[src/rtl/spi_xfer_pkg.sv]
package spi_xfer_pkg;
  localparam int BYTE_W = 8;
  localparam int PH_W   = $clog2(2 * BYTE_W);

  typedef enum logic [2:0] {
    ST_IDLE,
    ST_LOAD,
    ST_SHIFT,
    ST_END,
    ST_FIN
  } xfer_state_t;
endpackage

[src/rtl/spi_half_timer.sv]
module spi_half_timer #(
  parameter int HALF = 1
) (
  input  logic clk,
  input  logic rst_n,
  input  logic run,
  output logic tick
);
  localparam int CW = $clog2(HALF + 1);

  logic [CW-1:0] cnt_q;

  assign tick = run && (cnt_q == CW'(HALF - 1));

  always_ff @(posedge clk or negedge rst_n) begin
    if (!rst_n)     cnt_q <= '0;
    else if (!run)  cnt_q <= '0;
    else if (tick)  cnt_q <= '0;
    else            cnt_q <= cnt_q + 1'b1;
  end
endmodule

[src/rtl/spi_byte_shifter.sv]
module spi_byte_shifter
  import spi_xfer_pkg::*;
(
  input  logic              clk,
  input  logic              rst_n,
  input  logic              clear,
  input  logic              load,
  input  logic              load_zero,
  input  logic [BYTE_W-1:0] load_byte,
  input  logic              rise,
  input  logic              fall,
  input  logic              deliver,
  input  logic              miso,
  output logic              mosi_bit,
  output logic [BYTE_W-1:0] rx_data,
  output logic              rx_valid
);
  logic [BYTE_W-1:0] sh_q;
  logic              smp_q;
  logic [BYTE_W-1:0] rxd_q;
  logic              rxv_q;

  assign mosi_bit = sh_q[BYTE_W-1];
  assign rx_data  = rxd_q;
  assign rx_valid = rxv_q;

  always_ff @(posedge clk or negedge rst_n) begin
    if (!rst_n) begin
      sh_q  <= '0;
      smp_q <= 1'b0;
      rxd_q <= '0;
      rxv_q <= 1'b0;
    end else if (clear) begin
      sh_q  <= '0;
      smp_q <= 1'b0;
      rxd_q <= '0;
      rxv_q <= 1'b0;
    end else begin
      rxv_q <= deliver;
      if (load)      sh_q <= load_zero ? '0 : load_byte;
      else if (fall) sh_q <= {sh_q[BYTE_W-2:0], smp_q};
      if (rise)      smp_q <= miso;
      if (deliver)   rxd_q <= {sh_q[BYTE_W-2:0], smp_q};
    end
  end

  // a new byte is never loaded on the edge that ends a byte
  a_r3_load_apart: assert property (@(posedge clk) disable iff (!rst_n)
    load |-> !fall);
endmodule

[src/rtl/spi_xfer_ctrl.sv]
module spi_xfer_ctrl
  import spi_xfer_pkg::*;
#(
  parameter int LEN_W = 8
) (
  input  logic             clk,
  input  logic             rst_n,
  input  logic             enable,
  input  logic             start,
  input  logic [LEN_W-1:0] tx_len,
  input  logic [LEN_W-1:0] rx_len,
  input  logic             tx_valid,
  input  logic             tick,
  output logic             run,
  output logic             tx_ready,
  output logic             load,
  output logic             load_zero,
  output logic             rise,
  output logic             fall,
  output logic             deliver,
  output logic             clear,
  output logic             drive_mosi,
  output logic             sclk,
  output logic             cs_n,
  output logic             busy,
  output logic             done
);
  localparam int SLOT_W = LEN_W + 1;
  localparam logic [PH_W-1:0] PH_LAST = PH_W'(2 * BYTE_W - 1);

  xfer_state_t       state_q;
  logic [SLOT_W-1:0] slot_q, tot_q;
  logic [LEN_W-1:0]  txl_q;
  logic [PH_W-1:0]   ph_q;
  logic              sclk_q;
  logic              need_tx;
  logic              in_shift;

  assign need_tx    = SLOT_W'(txl_q) > slot_q;
  assign in_shift   = (state_q == ST_SHIFT) && enable && tick;
  assign run        = enable && ((state_q == ST_SHIFT) || (state_q == ST_END));
  assign tx_ready   = enable && (state_q == ST_LOAD) && need_tx;
  assign load       = enable && (state_q == ST_LOAD) && (!need_tx || tx_valid);
  assign load_zero  = !need_tx;
  assign rise       = in_shift && !ph_q[0];
  assign fall       = in_shift && ph_q[0];
  assign deliver    = fall && (ph_q == PH_LAST) && !need_tx;
  assign clear      = enable && (state_q == ST_IDLE) && start;
  assign drive_mosi = (state_q == ST_LOAD) || (state_q == ST_SHIFT);
  assign sclk       = sclk_q;
  assign cs_n       = !((state_q == ST_LOAD) || (state_q == ST_SHIFT) || (state_q == ST_END));
  assign busy       = (state_q != ST_IDLE);
  assign done       = (state_q == ST_FIN);

  always_ff @(posedge clk or negedge rst_n) begin
    if (!rst_n) begin
      state_q <= ST_IDLE;
      slot_q  <= '0;
      tot_q   <= '0;
      txl_q   <= '0;
      ph_q    <= '0;
      sclk_q  <= 1'b0;
    end else if (!enable) begin
      state_q <= ST_IDLE;
      sclk_q  <= 1'b0;
    end else begin
      unique case (state_q)
        ST_IDLE: if (start) begin
          txl_q   <= tx_len;
          tot_q   <= SLOT_W'(tx_len) + SLOT_W'(rx_len);
          slot_q  <= '0;
          state_q <= ((tx_len == '0) && (rx_len == '0)) ? ST_FIN : ST_LOAD;
        end
        ST_LOAD: if (load) begin
          ph_q    <= '0;
          state_q <= ST_SHIFT;
        end
        ST_SHIFT: if (tick) begin
          ph_q   <= ph_q + 1'b1;
          sclk_q <= !ph_q[0];
          if (ph_q == PH_LAST) begin
            slot_q  <= slot_q + 1'b1;
            state_q <= (slot_q + 1'b1 == tot_q) ? ST_END : ST_LOAD;
          end
        end
        ST_END:  if (tick) state_q <= ST_FIN;
        ST_FIN:  state_q <= ST_IDLE;
        default: state_q <= ST_IDLE;
      endcase
    end
  end

  // chip select releases only at completion or on a port disable
  a_r4_cs_release: assert property (@(posedge clk) disable iff (!rst_n)
    $rose(cs_n) |-> (done || !$past(enable)));
  // completion is a single-cycle pulse
  a_r9_done_pulse: assert property (@(posedge clk) disable iff (!rst_n)
    done |=> !done);
  // serial clock is low whenever the slave is deselected
  a_r5_sclk_idle: assert property (@(posedge clk) disable iff (!rst_n)
    cs_n |-> !sclk);
  // command bytes are requested only inside a selected exchange
  a_r3_ready_selected: assert property (@(posedge clk) disable iff (!rst_n)
    tx_ready |-> (!cs_n && !sclk));
endmodule

[src/rtl/spi_xfer_engine.sv]
module spi_xfer_engine
  import spi_xfer_pkg::*;
#(
  parameter int LEN_W = 8,
  parameter int SCR   = 0
) (
  input  logic             clk,
  input  logic             rst_n,
  input  logic             enable,
  input  logic             start,
  input  logic [LEN_W-1:0] tx_len,
  input  logic [LEN_W-1:0] rx_len,
  output logic             busy,
  output logic             done,
  input  logic [7:0]       tx_data,
  input  logic             tx_valid,
  output logic             tx_ready,
  output logic [7:0]       rx_data,
  output logic             rx_valid,
  output logic             sclk,
  output logic             mosi,
  input  logic             miso,
  output logic             cs_n
);
  localparam int HALF = 1 + SCR;
  localparam int HC_W = $clog2(HALF + 2);

  logic tick, run, load, load_zero, rise, fall, deliver, clear, drive_mosi, mosi_bit;

  spi_half_timer #(.HALF(HALF)) u_timer (
    .clk(clk), .rst_n(rst_n), .run(run), .tick(tick)
  );

  spi_xfer_ctrl #(.LEN_W(LEN_W)) u_ctrl (
    .clk(clk), .rst_n(rst_n), .enable(enable), .start(start),
    .tx_len(tx_len), .rx_len(rx_len), .tx_valid(tx_valid), .tick(tick),
    .run(run), .tx_ready(tx_ready), .load(load), .load_zero(load_zero),
    .rise(rise), .fall(fall), .deliver(deliver), .clear(clear),
    .drive_mosi(drive_mosi), .sclk(sclk), .cs_n(cs_n), .busy(busy), .done(done)
  );

  spi_byte_shifter u_shift (
    .clk(clk), .rst_n(rst_n), .clear(clear), .load(load), .load_zero(load_zero),
    .load_byte(tx_data), .rise(rise), .fall(fall), .deliver(deliver), .miso(miso),
    .mosi_bit(mosi_bit), .rx_data(rx_data), .rx_valid(rx_valid)
  );

  assign mosi = drive_mosi && mosi_bit;

  logic [HC_W-1:0] hi_q;
  always_ff @(posedge clk or negedge rst_n) begin
    if (!rst_n)                       hi_q <= '0;
    else if (!sclk)                   hi_q <= '0;
    else if (hi_q != HC_W'(HALF + 1)) hi_q <= hi_q + 1'b1;
  end

  // data out holds across every rising serial clock edge
  a_r5_mosi_steady: assert property (@(posedge clk) disable iff (!rst_n)
    $rose(sclk) |-> $stable(mosi));
  // each high phase of the serial clock lasts 1+SCR cycles
  a_r6_high_time: assert property (@(posedge clk) disable iff (!rst_n)
    ($fell(sclk) && $past(enable)) |-> (hi_q == HC_W'(HALF)));
endmodule

[config.mk]
export PLATFORM = sky130hd
export DESIGN_NAME = spi_xfer_engine
export DESIGN_NICKNAME = d
export VERILOG_FILES = /design/src/rtl/spi_xfer_pkg.sv /design/src/rtl/spi_half_timer.sv /design/src/rtl/spi_byte_shifter.sv /design/src/rtl/spi_xfer_ctrl.sv /design/src/rtl/spi_xfer_engine.sv
export SDC_FILE = /design/constraint.sdc
export NUM_CORES = 1
export LEC_CHECK = 0
export BUFFER_PORTS_ARGS = -buffer_cell sky130_fd_sc_hd__buf_2
export CAP_MARGIN = 5
export CORE_MARGIN = 2
export CORE_UTILIZATION = 50
export DETAILED_ROUTE_END_ITERATION = 6
export HOLD_SLACK_MARGIN = 0.02
export PLACE_DENSITY_LB_ADDON = 0.1
export SLEW_MARGIN = 20
export SYNTH_ARGS = -nofsm -noshare
export SYNTH_HDL_FRONTEND = slang
export SYNTH_SLANG_ARGS = --single-unit
export TNS_END_PERCENT = 5
[constraint.sdc]
create_clock -name clk -period 3.35 [get_ports clk]
set_input_delay 0 -clock clk [delete_from_list [all_inputs] [get_ports clk]]
set_output_delay 0 -clock clk [all_outputs]
set_load 0.01 [all_outputs]
==> run_results.csv <==
group,metric,value,unit
floorplanning,core,6350,sq um
sta,setup_viol,0,
worst_setup_path,crit_arrival,2.88,ns
place,gp_congestion,0.851,
floorplanning,pin_count,45,
clocking,cts_setup_buffers,0,
yosys,syn_inst,347,
worst_setup_path,cp_cell_sequence,"inv_1 > ha_1 > and4_1 > a221o_1 > a2bb2oi_4 > or2_4 > and3_1 > mux2i_1",
layout,final_net_count,454,
global_routing,grt.total_usage,22.7,%
worst_setup_path,cp_max_fo,9,
worst_setup_path,crit_path_end_kind,"flip-flop",
worst_setup_path,crit_type,"reg2reg",
run_status,status,"complete, no violations",
worst_setup_path,cp.depth,8,
global_routing,grt_first_pass_wirelength,13200,microns
worst_setup_path,r2r_start,"u_ctrl.slot_q[4]",
yosys,async_reset_ff_share,100,%
global_routing,grt_overflow,0,
clocking,cts_sinks,53,
worst_setup_path,start_kind,"flip-flop",
yosys,syn_nets,396,
yosys,yosysSeqAreaShare,40.5,%
layout,nFillCells,562,
drt,wl,7700,microns
yosys,yosysWarnings,0,
layout,final_cell_mix,"dfrtp_1, nand2_1, buf_2",
place,hpwl,5630,microns
sta,maxSlewHeadroom,56.4,%
layout,layout_commonest_cell,"dfrtp_1",
sta,period_share,79.0,%
worst_setup_path,critPathTopFamily,"simple AND/OR/NAND/NOR gates",
clocking,cts_inserted_buffers,5,
flow_run,drv_cap,0,
power,cellPowerDensity,634,nW/um^2
min_path,hp-start,"tx_len[1]",
yosys,synth-xor-area-share,4.28,%
sta,rsz0062_at_grt,"no",
drt,post-route-drc-count,0,
sta,tns,0,ns
clocking,clockRootBuffer,"clkbuf_8",
min_path,hold_depth,3,
clocking,cts_tree,"done",
power,power.leakage,1.81,nW
global_routing,grt_pass1_vias,2715,
drt,firstDrtPassIters,4,
clocking,clk_latency,0.31,ns
floorplanning,die_y,85.0,microns
clocking,clk_pin_slew_worst_paths,0.10,ns
drt,first_iter_violations,124,
floorplanning,dieArea,7220,sq um
yosys,synth_simple_gate_area_share,23.0,%
yosys,ys.flop_type,"dfrtp_1",
sta,fmax,378,MHz
clocking,clockBufferDepth,2,
drt,vias,2698,
layout,drive_gt1_share,18.7,%
global_routing,antenna_found_initial,0,
layout,area_delta_synth_final,17.0,%
sta,tightestPinTransition,0.655,ns
drt,ant_nets,0,
yosys,synth_area_per_cell,9.44,sq um
yosys,synth.area.mux_share,3.36,%
yosys,synth_edf_count,0,
place,port_buffers,44,
sta,clock_skew,0.0133,ns
yosys,synth_compound_area_share,16.6,%
layout,num_antenna_cells,0,
worst_setup_path,worstPathRequired,3.58,ns
place,post-place-ws,0.721,ns
min_path,hold_path_class,"in2reg",
yosys,syn_area,3280,sq um
worst_setup_path,slowest_delay,0.51,ns
layout,multi_input_area,1800,sq um
global_routing,grt_max_degree,29,
worst_setup_path,crit_path_start,"u_ctrl.slot_q[4]",
worst_setup_path,crit_buf_inv,1,
sta,post-route-worst-setup-slack,0.702,ns
yosys,yosys_register_bits,53,
power,ir_drop,411,uV
clocking,ctsHtreeMaxLevel,2,
sta,slew_violations,0,
floorplanning,die_x,85.0,microns
worst_setup_path,crit_path_top_delay_cell,"dfrtp_1",
floorplanning,rows,29,
worst_setup_path,worstRegToRegCells,8,
drt,avgRoutedWirePerCell,15.9,microns
layout,fin_area,3830,sq um
sta,hold_viol,0,
layout,regArea,1330,sq um
sta,layout_min_cycle_time,2.65,ns
yosys,synth_top_family_by_area,"simple AND/OR/NAND/NOR gates",
yosys,synth.distinct_cells,63,
place,placed_area,3550,sq um
drt,routed_via_density,5.59,
yosys,synth_adder_area_share,7.48,%
floorplanning,initial_core_util,51.6,%
-- cells in the mapped netlist, types with 2 or more instances --
cell type / count / area (sq um)
buf_2: 4 / 20.0
clkbuf_1: 7 / 26.3
and2_1: 3 / 18.8
xnor2_1: 10 / 87.6
nor2b_1: 3 / 18.8
nor3_1: 7 / 35.0
a21boi_0: 2 / 15.0
inv_1: 23 / 86.3
a31oi_1: 4 / 25.0
nor2_1: 16 / 60.1
nand4_1: 3 / 18.8
nand3_1: 4 / 20.0
nor4_1: 7 / 43.8
o21a_1: 4 / 30.0
nand3b_1: 2 / 15.0
a21o_1: 6 / 45.0
nand2_1: 51 / 191
xor2_1: 6 / 52.6
nand2b_1: 2 / 12.5
or3_1: 3 / 18.8
o21ai_0: 28 / 140
o21ai_1: 2 / 10.0
o41ai_1: 2 / 17.5
and3_1: 8 / 50.1
dfrtp_1: 53 / 1330
and3_2: 4 / 30.0
a221o_1: 9 / 90.1
mux2i_1: 11 / 110
ha_1: 18 / 225
o31ai_1: 3 / 22.5
a21oi_1: 10 / 50.1
-- kinds of logic (layout without fill, tap and decap cells) --
group                      after synthesis  in the layout
AOI/OAI and AO/OA                       78             78
other                                    1              1
DFF                                     53             53
buffers and inverters                   37             96
adders and majority gates               19             19
muxes                                   11             11
xor gates and xnor gates                16             16
and+or+nand+nor                        132            132
-- tightest hold or removal path: cells and delay by family --
family	cells	cell delay, ns
buffers and inverters	2	0.21
AO/OA/AOI/OAI	1	0.09
-- cell type report --
cell class,instances,area share (%)
clock inverter,3,1.14
tap,77,2.51
inverter,24,2.35
sequential,53,34.6
clock buffer,5,1.80
multi-input combinational,257,46.8
timing repair buffer,64,10.8
-- routing by layer --
metal	vias up	wire [microns]	track usage, %
li1	1351	-	-
met1	1289	3900	33.6
met4	0	109	5.19
met3	9	223	3.02
met5	-	0	0
met2	49	3470	35.5
-- stage by stage --
step           total power, W  util, %  std cells  hold slack, ns
2_1_floorplan         0.00171        -        347          -0.296
3_3_place_gp          0.00193     55.9        458          0.0652
3_5_place_dp          0.00196     55.9        458          0.0763
4_1_cts               0.00244     60.4        483          0.0230
5_1_grt               0.00261     60.4        483          0.0572
6_report              0.00243     60.4        483          0.0328
-- repair_timing --
action                    4_1_cts  5_1_grt
hold endpoints to repair       43        0
hold buffers                   17        0
gates resized for setup         0        0
-- power breakdown --
part | internal (W) | switching [W] | leakage [nW] | total [W]
clock | 0.000225 | 0.000225 | 0.0585 | 0.000450
sequential | 0.000817 | 0.000197 | 0.705 | 0.00101
combinational | 0.000458 | 0.000506 | 1.05 | 0.000964
-- flip-flops by register name (all words and copies together), names as in the netlist --
register	count
u_ctrl.state_q	3
u_ctrl.slot_q	9
u_ctrl.txl_q	8
u_shift.sh_q	8
u_shift.smp_q	1
u_ctrl.ph_q	4
u_shift.rx_data	8
u_ctrl.sclk	1
u_shift.rx_valid	1
u_timer.cnt_q	1
u_ctrl.tot_q	9
-- final timing paths --
| path | to | slack, ns |
|---|---|---|
| worst max-delay path | u_shift.rx_data[5] | 0.70 |
| worst min-delay path | u_ctrl.txl_q[1] | 0.03 |
| worst max register to register | u_shift.rx_data[5] | 0.70 |
| worst min register to register | u_ctrl.txl_q[4] | 0.50 |
| max in group asynchronous | u_ctrl.txl_q[3] | 2.33 |
| min in group asynchronous | u_timer.cnt_q | 0.24 |
Note: power is estimated with default switching activity, not from simulation.
